===== config.mk =====
export PLATFORM = sky130hd
export DESIGN_NAME = lfsr_frac_clkgen
export DESIGN_NICKNAME = d
export VERILOG_FILES = /design/src/rtl/nco_pkg.sv /design/src/rtl/nco_regfile.sv /design/src/rtl/nco_sd_accum.sv /design/src/rtl/nco_lfsr_phase.sv /design/src/rtl/nco_channel.sv /design/src/rtl/lfsr_frac_clkgen.sv
export SDC_FILE = /design/constraint.sdc
export NUM_CORES = 1
export LEC_CHECK = 0
export ABC_CLOCK_PERIOD_IN_PS = 5970
export BUFFER_PORTS_ARGS = -buffer_cell sky130_fd_sc_hd__clkbuf_2
export CORE_UTILIZATION = 30
export CTS_BUF_LIST = sky130_fd_sc_hd__clkbuf_8
export CTS_CLUSTER_SIZE = 24
export DETAILED_ROUTE_END_ITERATION = 10
export GPL_TIMING_DRIVEN = 0
export PLACE_DENSITY_LB_ADDON = 0.3
export SYNTH_ARGS = -nofsm -noshare
export SYNTH_HDL_FRONTEND = slang
export SYNTH_SLANG_ARGS = --single-unit
export TNS_END_PERCENT = 10

===== constraint.sdc =====
create_clock -name clk -period 5.97 [get_ports clk]
set_input_delay 1.4925 -clock clk [delete_from_list [all_inputs] [get_ports clk]]
set_output_delay 1.4925 -clock clk [all_outputs]
set_load 0.05 [all_outputs]

===== src/rtl/nco_pkg.sv =====
package nco_pkg;
  localparam int REG_W    = 32;
  localparam int LFSR_W   = 11;
  localparam int FINE_W   = 2;
  localparam int FRAC_W   = FINE_W + 1;
  localparam int PRE_W    = 4;
  localparam int EN_BIT   = 31;
  localparam int COARSE_LSB = FINE_W;

  localparam logic [LFSR_W-1:0] LFSR_SEED = '1;
  localparam logic [LFSR_W-1:0] LFSR_FEED = 11'h500;
  // constant part of each half period: 2*(2+1) ticks
  localparam logic [PRE_W-1:0]  PRE_BASE  = 4'd6;

  typedef enum logic [1:0] {
    SEL_CTRL = 2'd0,
    SEL_DIV  = 2'd1,
    SEL_INC1 = 2'd2,
    SEL_INC2 = 2'd3
  } reg_sel_e;

  // one Galois step, shift right, feed taps when a one falls out
  function automatic logic [LFSR_W-1:0] lfsr_next(input logic [LFSR_W-1:0] s);
    return (s >> 1) ^ (s[0] ? LFSR_FEED : '0);
  endfunction

  // prefix ticks for the high half: floor(frac/2) on top of the base
  function automatic logic [PRE_W-1:0] hi_prefix(input logic [FRAC_W-1:0] frac);
    return PRE_BASE + PRE_W'(frac >> 1);
  endfunction

  // prefix ticks for the low half: ceil(frac/2) on top of the base
  function automatic logic [PRE_W-1:0] lo_prefix(input logic [FRAC_W-1:0] frac);
    return PRE_BASE + PRE_W'((frac + 3'd1) >> 1);
  endfunction

  function automatic logic incs_ok(input logic signed [REG_W-1:0] up,
                                   input logic signed [REG_W-1:0] dn);
    return !up[REG_W-1] && (dn[REG_W-1] || dn == '0) && !(up == '0 && dn == '0);
  endfunction
endpackage


===== src/rtl/nco_regfile.sv =====
module nco_regfile import nco_pkg::*; #(
  parameter int NCH      = 2,
  parameter int WIN_BITS = 14,
  parameter int CH_W     = 1,
  parameter int ADDR_W   = WIN_BITS + CH_W
) (
  input  logic                        clk,
  input  logic                        rst_n,
  input  logic                        wr_en,
  input  logic [ADDR_W-1:0]           addr,
  input  logic [REG_W-1:0]            wdata,
  output logic [REG_W-1:0]            rdata,
  output logic [NCH-1:0]              ch_enable,
  output logic [NCH-1:0][LFSR_W-1:0]  ch_coarse,
  output logic [NCH-1:0][FINE_W-1:0]  ch_fine,
  output logic [NCH-1:0][REG_W-1:0]   ch_inc1,
  output logic [NCH-1:0][REG_W-1:0]   ch_inc2,
  output logic [NCH-1:0]              ch_wr_hit
);
  logic [REG_W-1:0] regs [NCH][4];
  logic [CH_W-1:0]  sel_ch;
  logic [1:0]       sel_reg;
  logic             in_map;

  assign sel_ch  = addr[ADDR_W-1:WIN_BITS];
  assign sel_reg = addr[3:2];
  assign in_map  = (addr[WIN_BITS-1:4] == '0) && (addr[1:0] == 2'b00) &&
                   (32'(sel_ch) < NCH);

  always_ff @(posedge clk) begin
    if (!rst_n) begin
      for (int c = 0; c < NCH; c++)
        for (int r = 0; r < 4; r++)
          regs[c][r] <= '0;
    end else if (wr_en && in_map) begin
      regs[sel_ch][sel_reg] <= wdata;
    end
  end

  assign rdata = in_map ? regs[sel_ch][sel_reg] : '0;

  for (genvar g = 0; g < NCH; g++) begin : g_fields
    assign ch_enable[g] = regs[g][SEL_CTRL][EN_BIT];
    assign ch_coarse[g] = regs[g][SEL_DIV][COARSE_LSB +: LFSR_W];
    assign ch_fine[g]   = regs[g][SEL_DIV][FINE_W-1:0];
    assign ch_inc1[g]   = regs[g][SEL_INC1];
    assign ch_inc2[g]   = regs[g][SEL_INC2];
    assign ch_wr_hit[g] = wr_en && in_map && (32'(sel_ch) == g);
  end
endmodule


===== src/rtl/nco_sd_accum.sv =====
module nco_sd_accum import nco_pkg::*; #(
  parameter int ACC_W = REG_W + 1
) (
  input  logic                    clk,
  input  logic                    rst_n,
  input  logic                    clear,
  input  logic                    step,
  input  logic signed [REG_W-1:0] inc_up,
  input  logic signed [REG_W-1:0] inc_dn,
  output logic                    stretch
);
  logic signed [ACC_W-1:0] acc_q;

  // stays within [inc_dn, inc_up), so one guard bit is enough
  function automatic logic signed [ACC_W-1:0] sd_update(
    input logic signed [ACC_W-1:0] acc,
    input logic signed [REG_W-1:0] up,
    input logic signed [REG_W-1:0] dn);
    if (!acc[ACC_W-1]) return acc + ACC_W'(dn);
    else               return acc + ACC_W'(up);
  endfunction

  assign stretch = !acc_q[ACC_W-1];

  always_ff @(posedge clk) begin
    if (!rst_n)     acc_q <= '0;
    else if (clear) acc_q <= '0;
    else if (step)  acc_q <= sd_update(acc_q, inc_up, inc_dn);
  end
endmodule


===== src/rtl/nco_lfsr_phase.sv =====
module nco_lfsr_phase import nco_pkg::*; (
  input  logic              clk,
  input  logic              rst_n,
  input  logic              clear,
  input  logic              load,
  input  logic              adv,
  input  logic [PRE_W-1:0]  load_pre,
  input  logic [LFSR_W-1:0] coarse,
  output logic              expire
);
  logic [PRE_W-1:0]  pre_q, pre_n;
  logic              half_q, half_n;
  logic [LFSR_W-1:0] lf_q, lf_n;

  // consume one tick: prefix first, then two ticks per LFSR step
  always_comb begin
    pre_n  = pre_q;
    half_n = half_q;
    lf_n   = lf_q;
    if (pre_q != '0) begin
      pre_n = pre_q - 1'b1;
    end else if (!half_q) begin
      half_n = 1'b1;
    end else begin
      half_n = 1'b0;
      lf_n   = lfsr_next(lf_q);
    end
  end

  assign expire = (pre_n == '0) && !half_n && (lf_n == LFSR_SEED);

  always_ff @(posedge clk) begin
    if (!rst_n || clear) begin
      pre_q  <= '0;
      half_q <= 1'b0;
      lf_q   <= LFSR_SEED;
    end else if (load) begin
      pre_q  <= load_pre;
      half_q <= 1'b0;
      lf_q   <= coarse;
    end else if (adv) begin
      pre_q  <= pre_n;
      half_q <= half_n;
      lf_q   <= lf_n;
    end
  end
endmodule


===== src/rtl/nco_channel.sv =====
module nco_channel import nco_pkg::*; (
  input  logic                    clk,
  input  logic                    rst_n,
  input  logic                    tick,
  input  logic                    enable,
  input  logic                    wr_hit,
  input  logic [LFSR_W-1:0]       coarse,
  input  logic [FINE_W-1:0]       fine,
  input  logic signed [REG_W-1:0] inc1,
  input  logic signed [REG_W-1:0] inc2,
  output logic                    clk_out,
  output logic                    run,
  output logic                    period_start,
  output logic                    hi_end
);
  logic              active_q, hi_q;
  logic [FRAC_W-1:0] frac_q, frac_new;
  logic              stretch, expire, clear, phase_end;
  logic [PRE_W-1:0]  pre_sel;

  assign run          = enable && incs_ok(inc1, inc2) && (coarse != '0);
  assign clear        = !run || wr_hit;
  assign phase_end    = active_q && tick && expire;
  assign hi_end       = phase_end && hi_q;
  assign period_start = !clear && tick && (!active_q || (phase_end && !hi_q));
  assign frac_new     = FRAC_W'(fine) + FRAC_W'(stretch);
  assign pre_sel      = period_start ? hi_prefix(frac_new) : lo_prefix(frac_q);

  nco_lfsr_phase u_phase (
    .clk      (clk),
    .rst_n    (rst_n),
    .clear    (clear),
    .load     (period_start || hi_end),
    .adv      (active_q && tick),
    .load_pre (pre_sel),
    .coarse   (coarse),
    .expire   (expire)
  );

  nco_sd_accum u_accum (
    .clk     (clk),
    .rst_n   (rst_n),
    .clear   (clear),
    .step    (period_start),
    .inc_up  (inc1),
    .inc_dn  (inc2),
    .stretch (stretch)
  );

  always_ff @(posedge clk) begin
    if (!rst_n || clear) begin
      active_q <= 1'b0;
      hi_q     <= 1'b0;
      frac_q   <= '0;
    end else if (period_start) begin
      active_q <= 1'b1;
      hi_q     <= 1'b1;
      frac_q   <= frac_new;
    end else if (hi_end) begin
      hi_q     <= 1'b0;
    end
  end

  assign clk_out = active_q && hi_q;
endmodule


===== src/rtl/lfsr_frac_clkgen.sv =====
module lfsr_frac_clkgen import nco_pkg::*; #(
  parameter int  NCH      = 2,
  parameter int  WIN_BITS = 14,
  localparam int CH_W     = (NCH > 1) ? $clog2(NCH) : 1,
  localparam int ADDR_W   = WIN_BITS + CH_W
) (
  input  logic              clk,
  input  logic              rst_n,
  input  logic              tick,
  input  logic              wr_en,
  input  logic [ADDR_W-1:0] addr,
  input  logic [REG_W-1:0]  wdata,
  output logic [REG_W-1:0]  rdata,
  output logic [NCH-1:0]    clk_out
);
  logic [NCH-1:0]             ch_enable, ch_wr_hit;
  logic [NCH-1:0][LFSR_W-1:0] ch_coarse;
  logic [NCH-1:0][FINE_W-1:0] ch_fine;
  logic [NCH-1:0][REG_W-1:0]  ch_inc1, ch_inc2;
  logic [NCH-1:0]             ch_run, ch_start, ch_hi_end;

  nco_regfile #(
    .NCH(NCH), .WIN_BITS(WIN_BITS), .CH_W(CH_W), .ADDR_W(ADDR_W)
  ) u_regs (
    .clk       (clk),
    .rst_n     (rst_n),
    .wr_en     (wr_en),
    .addr      (addr),
    .wdata     (wdata),
    .rdata     (rdata),
    .ch_enable (ch_enable),
    .ch_coarse (ch_coarse),
    .ch_fine   (ch_fine),
    .ch_inc1   (ch_inc1),
    .ch_inc2   (ch_inc2),
    .ch_wr_hit (ch_wr_hit)
  );

  for (genvar g = 0; g < NCH; g++) begin : g_ch
    nco_channel u_ch (
      .clk          (clk),
      .rst_n        (rst_n),
      .tick         (tick),
      .enable       (ch_enable[g]),
      .wr_hit       (ch_wr_hit[g]),
      .coarse       (ch_coarse[g]),
      .fine         (ch_fine[g]),
      .inc1         (ch_inc1[g]),
      .inc2         (ch_inc2[g]),
      .clk_out      (clk_out[g]),
      .run          (ch_run[g]),
      .period_start (ch_start[g]),
      .hi_end       (ch_hi_end[g])
    );
  end
endmodule


==> impl_metrics.env <==
export IMPL_status="finished clean"
export IMPL_portBuffers=83
export IMPL_path_class="primary input to output port"
export IMPL_clock_sinks=364
export IMPL_dpl_hpwl_mm=50.9
export IMPL_synth_commonest_cells="edfxtp_1, mux2i_1, and2_1"
export IMPL_die_x_microns=262
export IMPL_setup_tns_ns=0
export IMPL_ant_nets=0
export IMPL_synth_area_leader_cell="edfxtp_1"
export IMPL_dp_slack_ns=-0.105
export IMPL_finalSetupViolCount=0
export IMPL_ys_types=72
export IMPL_rrSetupSlack_ns=1.45
export IMPL_cts_tree="done"
export IMPL_final_cells=2946
export IMPL_start_util_pct=30.3
export IMPL_dp_cells=2825
export IMPL_cts_buffers=68
export IMPL_fmax_ghz=0.170
export IMPL_min_period_ns=5.89
export IMPL_cpPeakStageDelay_ns=0.72
export IMPL_worstPathCellList="clkbuf_1, clkbuf_1, clkbuf_1, mux2i_1, a22oi_1, and3_1, clkbuf_2"
export IMPL_dieArea_sq_mm=0.0688
export IMPL_stdcell_area_sq_mm=0.0233
export IMPL_first_global_vias=15800
export IMPL_viasPerCell=5.47
export IMPL_post_drt_wl_per_cell_microns=23.2
export IMPL_track_usage_pct=19.3
export IMPL_end_kind="output port"
export IMPL_power_density_mw_per_mm2=246
export IMPL_hp_class="register to register"
export IMPL_crit_required_ns=4.48
export IMPL_relSlewSlack_pct=23.5
export IMPL_synth_top_area_share_pct=37.8
export IMPL_cts_reportedPaths_clkPinSlew_ns=0.06
export IMPL_layout_nets=2149
export IMPL_slew_violations=0
export IMPL_cp_arrival_ns=4.39
export IMPL_r2r_end="g_ch[1].u_ch.u_accum.acc_q[28]"
export IMPL_core_sq_mm=0.0670
export IMPL_path_depth=7
export IMPL_yosys_warnings=0
export IMPL_wl_met2_mm=30.3
export IMPL_ctsHoldBuffers=0
export IMPL_worstSetupStartpointType="primary input"
export IMPL_place_area_sq_mm=0.0220
export IMPL_yosys_top_cells_area="edfxtp_1, dfxtp_1, mux2i_1"
export IMPL_wl_met1_mm=30.3
export IMPL_max_cap_violations=0
export IMPL_grt_setup_unrepaired="yes"
export IMPL_synth_avg_cell_area_sq_um=10.9
export IMPL_worst_r2r_path_depth=12
export IMPL_wl_mm=68.3
export IMPL_htreeDepth=3
export IMPL_cts_root_buf="clkbuf_8"
export IMPL_ys_ff_latch=364
export IMPL_final_setup_skew_ns=0.0481
export IMPL_setup_ws_ns=0.0838
export IMPL_hold_violations=0
export IMPL_insertion_delay_ns=0.66
export IMPL_ys_seq_area_share_pct=48.5
export IMPL_synth_flop_cell="edfxtp_1"
export IMPL_drive_above_1_share_pct=14.7
export IMPL_ios=85
export IMPL_die_h_microns=262
export IMPL_met3_length_mm=5.30
export IMPL_path_buf_inv=4
export IMPL_rows=95
export IMPL_grt_pass1_wl_mm=101
export IMPL_crit_slowest_cell="clkbuf_1"
export IMPL_synthCells=1861
export IMPL_first_pass_iters=5
export IMPL_synth_area_sq_mm=0.0203
export IMPL_p_total_mw=5.74
export IMPL_drt_initial_drc_count=1593
export IMPL_fin_crit_sh_pct=98.6
export IMPL_crit_top_cell="clkbuf_1"
export IMPL_rr_startpoint="g_ch[1].u_ch.u_accum.acc_q[32]"
export IMPL_syn_nets=1988
export IMPL_cp_max_fo=10
export IMPL_crit_start="addr[14]"
export IMPL_p_leak_nw=9.21
export IMPL_place_gp_congestion=0.897
export IMPL_drc=0
export IMPL_via_count=16100
export IMPL_area_delta_synth_final_pct=14.8
export IMPL_async_flop_share_pct=0
export IMPL_highest_layer="met5"
export IMPL_critPathTopFamily="buffers and inverters"
export IMPL_antenna_found_initial=3
export IMPL_grt_max_degree=33
export IMPL_irDropWorstVdd_v=0.000151
export IMPL_crit_path_end="rdata[16]"
export IMPL_clock_tree_buffer_depth=3
export IMPL_synth_edf_count=256
export IMPL_grt_overflow=0
export IMPL_worstMarginPinSlew_ns=1.14
export IMPL_yosysMostFrequentCell="edfxtp_1"
==> cell type report <==
| class | instances | area (sq um) |
|---|---|---|
| Sequential cell | 364 | 9850 |
| Clock buffer | 74 | 1020 |
| Inverter | 36 | 135 |
| Tap cell | 873 | 1090 |
| Antenna cell | 1 | 2.50 |
| Fill cell | 6766 | 43700 |
| Multi-Input combinational cell | 1353 | 9930 |
| Buffer | 108 | 443 |
| Timing Repair Buffer | 91 | 561 |
| Clock inverter | 46 | 289 |
==> cells in the final DEF (no fill, tap or decap), types with 20 or more instances in the layout <==
cell type and instances:
dfxtp_1 108, o211ai_1 33, nand3_1 36, o21ai_0 44, inv_1 58, ha_1 74
mux2_2 64, clkbuf_8 74, a31oi_1 20, and2_1 139, xnor2_1 38, a21oi_1 95
nor3_1 26, and3_1 105, a22oi_1 52, clkbuf_1 73, clkbuf_2 86, edfxtp_1 256
nor2_1 111, nand2_1 86, a21o_1 26, mux2i_1 160, nor4_1 47
==> flip-flops by register name (all words and copies together) (netlist names) <==
name and cells:
u_regs.regs 256, g_ch.u_ch.u_accum.acc_q 66, g_ch.u_ch.u_phase.lf_q 22, g_ch.u_ch.u_phase.pre_q 8
g_ch.u_ch.frac_q 6, g_ch.u_ch.active_q 2, g_ch.u_ch.hi_q 2, g_ch.u_ch.u_phase.half_q 2
==> repair_timing <==
action                                  in CTS  in global routing
pin swaps                                    0                  0
resized for setup                            4                  4
endpoints found under the setup margin      20                 11
setup buffers                                0                  0
==> worst register-to-register path: stages, from the launching register on <==
cell and delay [ns]:
dfxtp_1 0.30, clkbuf_1 0.33, clkbuf_1 0.62, mux2_2 0.46, ha_1 0.37, a21oi_1 0.09
o21ai_0 0.36, a211oi_1 0.13, a211oi_1 0.75, a21boi_0 0.35, o21ai_0 0.31, a2111oi_0 0.13
nand3b_1 0.17
==> worst min path at each step <==
stage | startpoint | endpoint | slack, ns | cells past startpoint
final | g_ch[1].u_ch.u_accum.acc_q[27] | g_ch[1].u_ch.u_accum.acc_q[27] | 0.47 | 2
after global routing | g_ch[1].u_ch.u_accum.acc_q[21] | g_ch[1].u_ch.u_accum.acc_q[21] | 0.50 | 2
after floorplan | g_ch[1].u_ch.u_accum.acc_q[20] | g_ch[1].u_ch.u_accum.acc_q[20] | 0.44 | 2
after global placement | g_ch[1].u_ch.u_accum.acc_q[21] | g_ch[1].u_ch.u_accum.acc_q[21] | 0.46 | 2
after detailed placement | g_ch[1].u_ch.u_accum.acc_q[27] | g_ch[1].u_ch.u_accum.acc_q[27] | 0.46 | 2
after CTS | g_ch[1].u_ch.u_accum.acc_q[27] | g_ch[1].u_ch.u_accum.acc_q[27] | 0.47 | 2
==> power breakdown <==
part	switching, mW	leakage (nW)	internal, mW	total, mW
sequential	0.0788	3.30	2.79	2.87
combinational	0.295	5.16	0.165	0.460
clock	1.14	0.750	1.28	2.41
==> metal layers <==
| metal | up-vias | global-route usage, % |
|---|---|---|
| li1 | 7391 | - |
| met1 | 7928 | 26.3 |
| met2 | 673 | 29.8 |
| met3 | 128 | 3.91 |
| met4 | 2 | 7.95 |
| met5 | - | 0 |
==> kinds of logic after synthesis <==
kind of cell	synth area share (%)
DFF	48.5
buffers and inverters	2.81
muxes	13.0
adders and majority gates	4.75
xor gates and xnor gates	2.24
and+or+nand+nor	16.9
AOI/OAI and AO/OA	11.9
==> metrics by stage <==
stage          hold slack [ns]  utilization, %
2_1_floorplan            0.436               -
3_3_place_gp             0.456            32.6
3_5_place_dp             0.456            32.8
4_1_cts                  0.471            34.8
5_1_grt                  0.497            34.8
6_report                 0.469            34.8
Power figures use the tool's default switching activity.
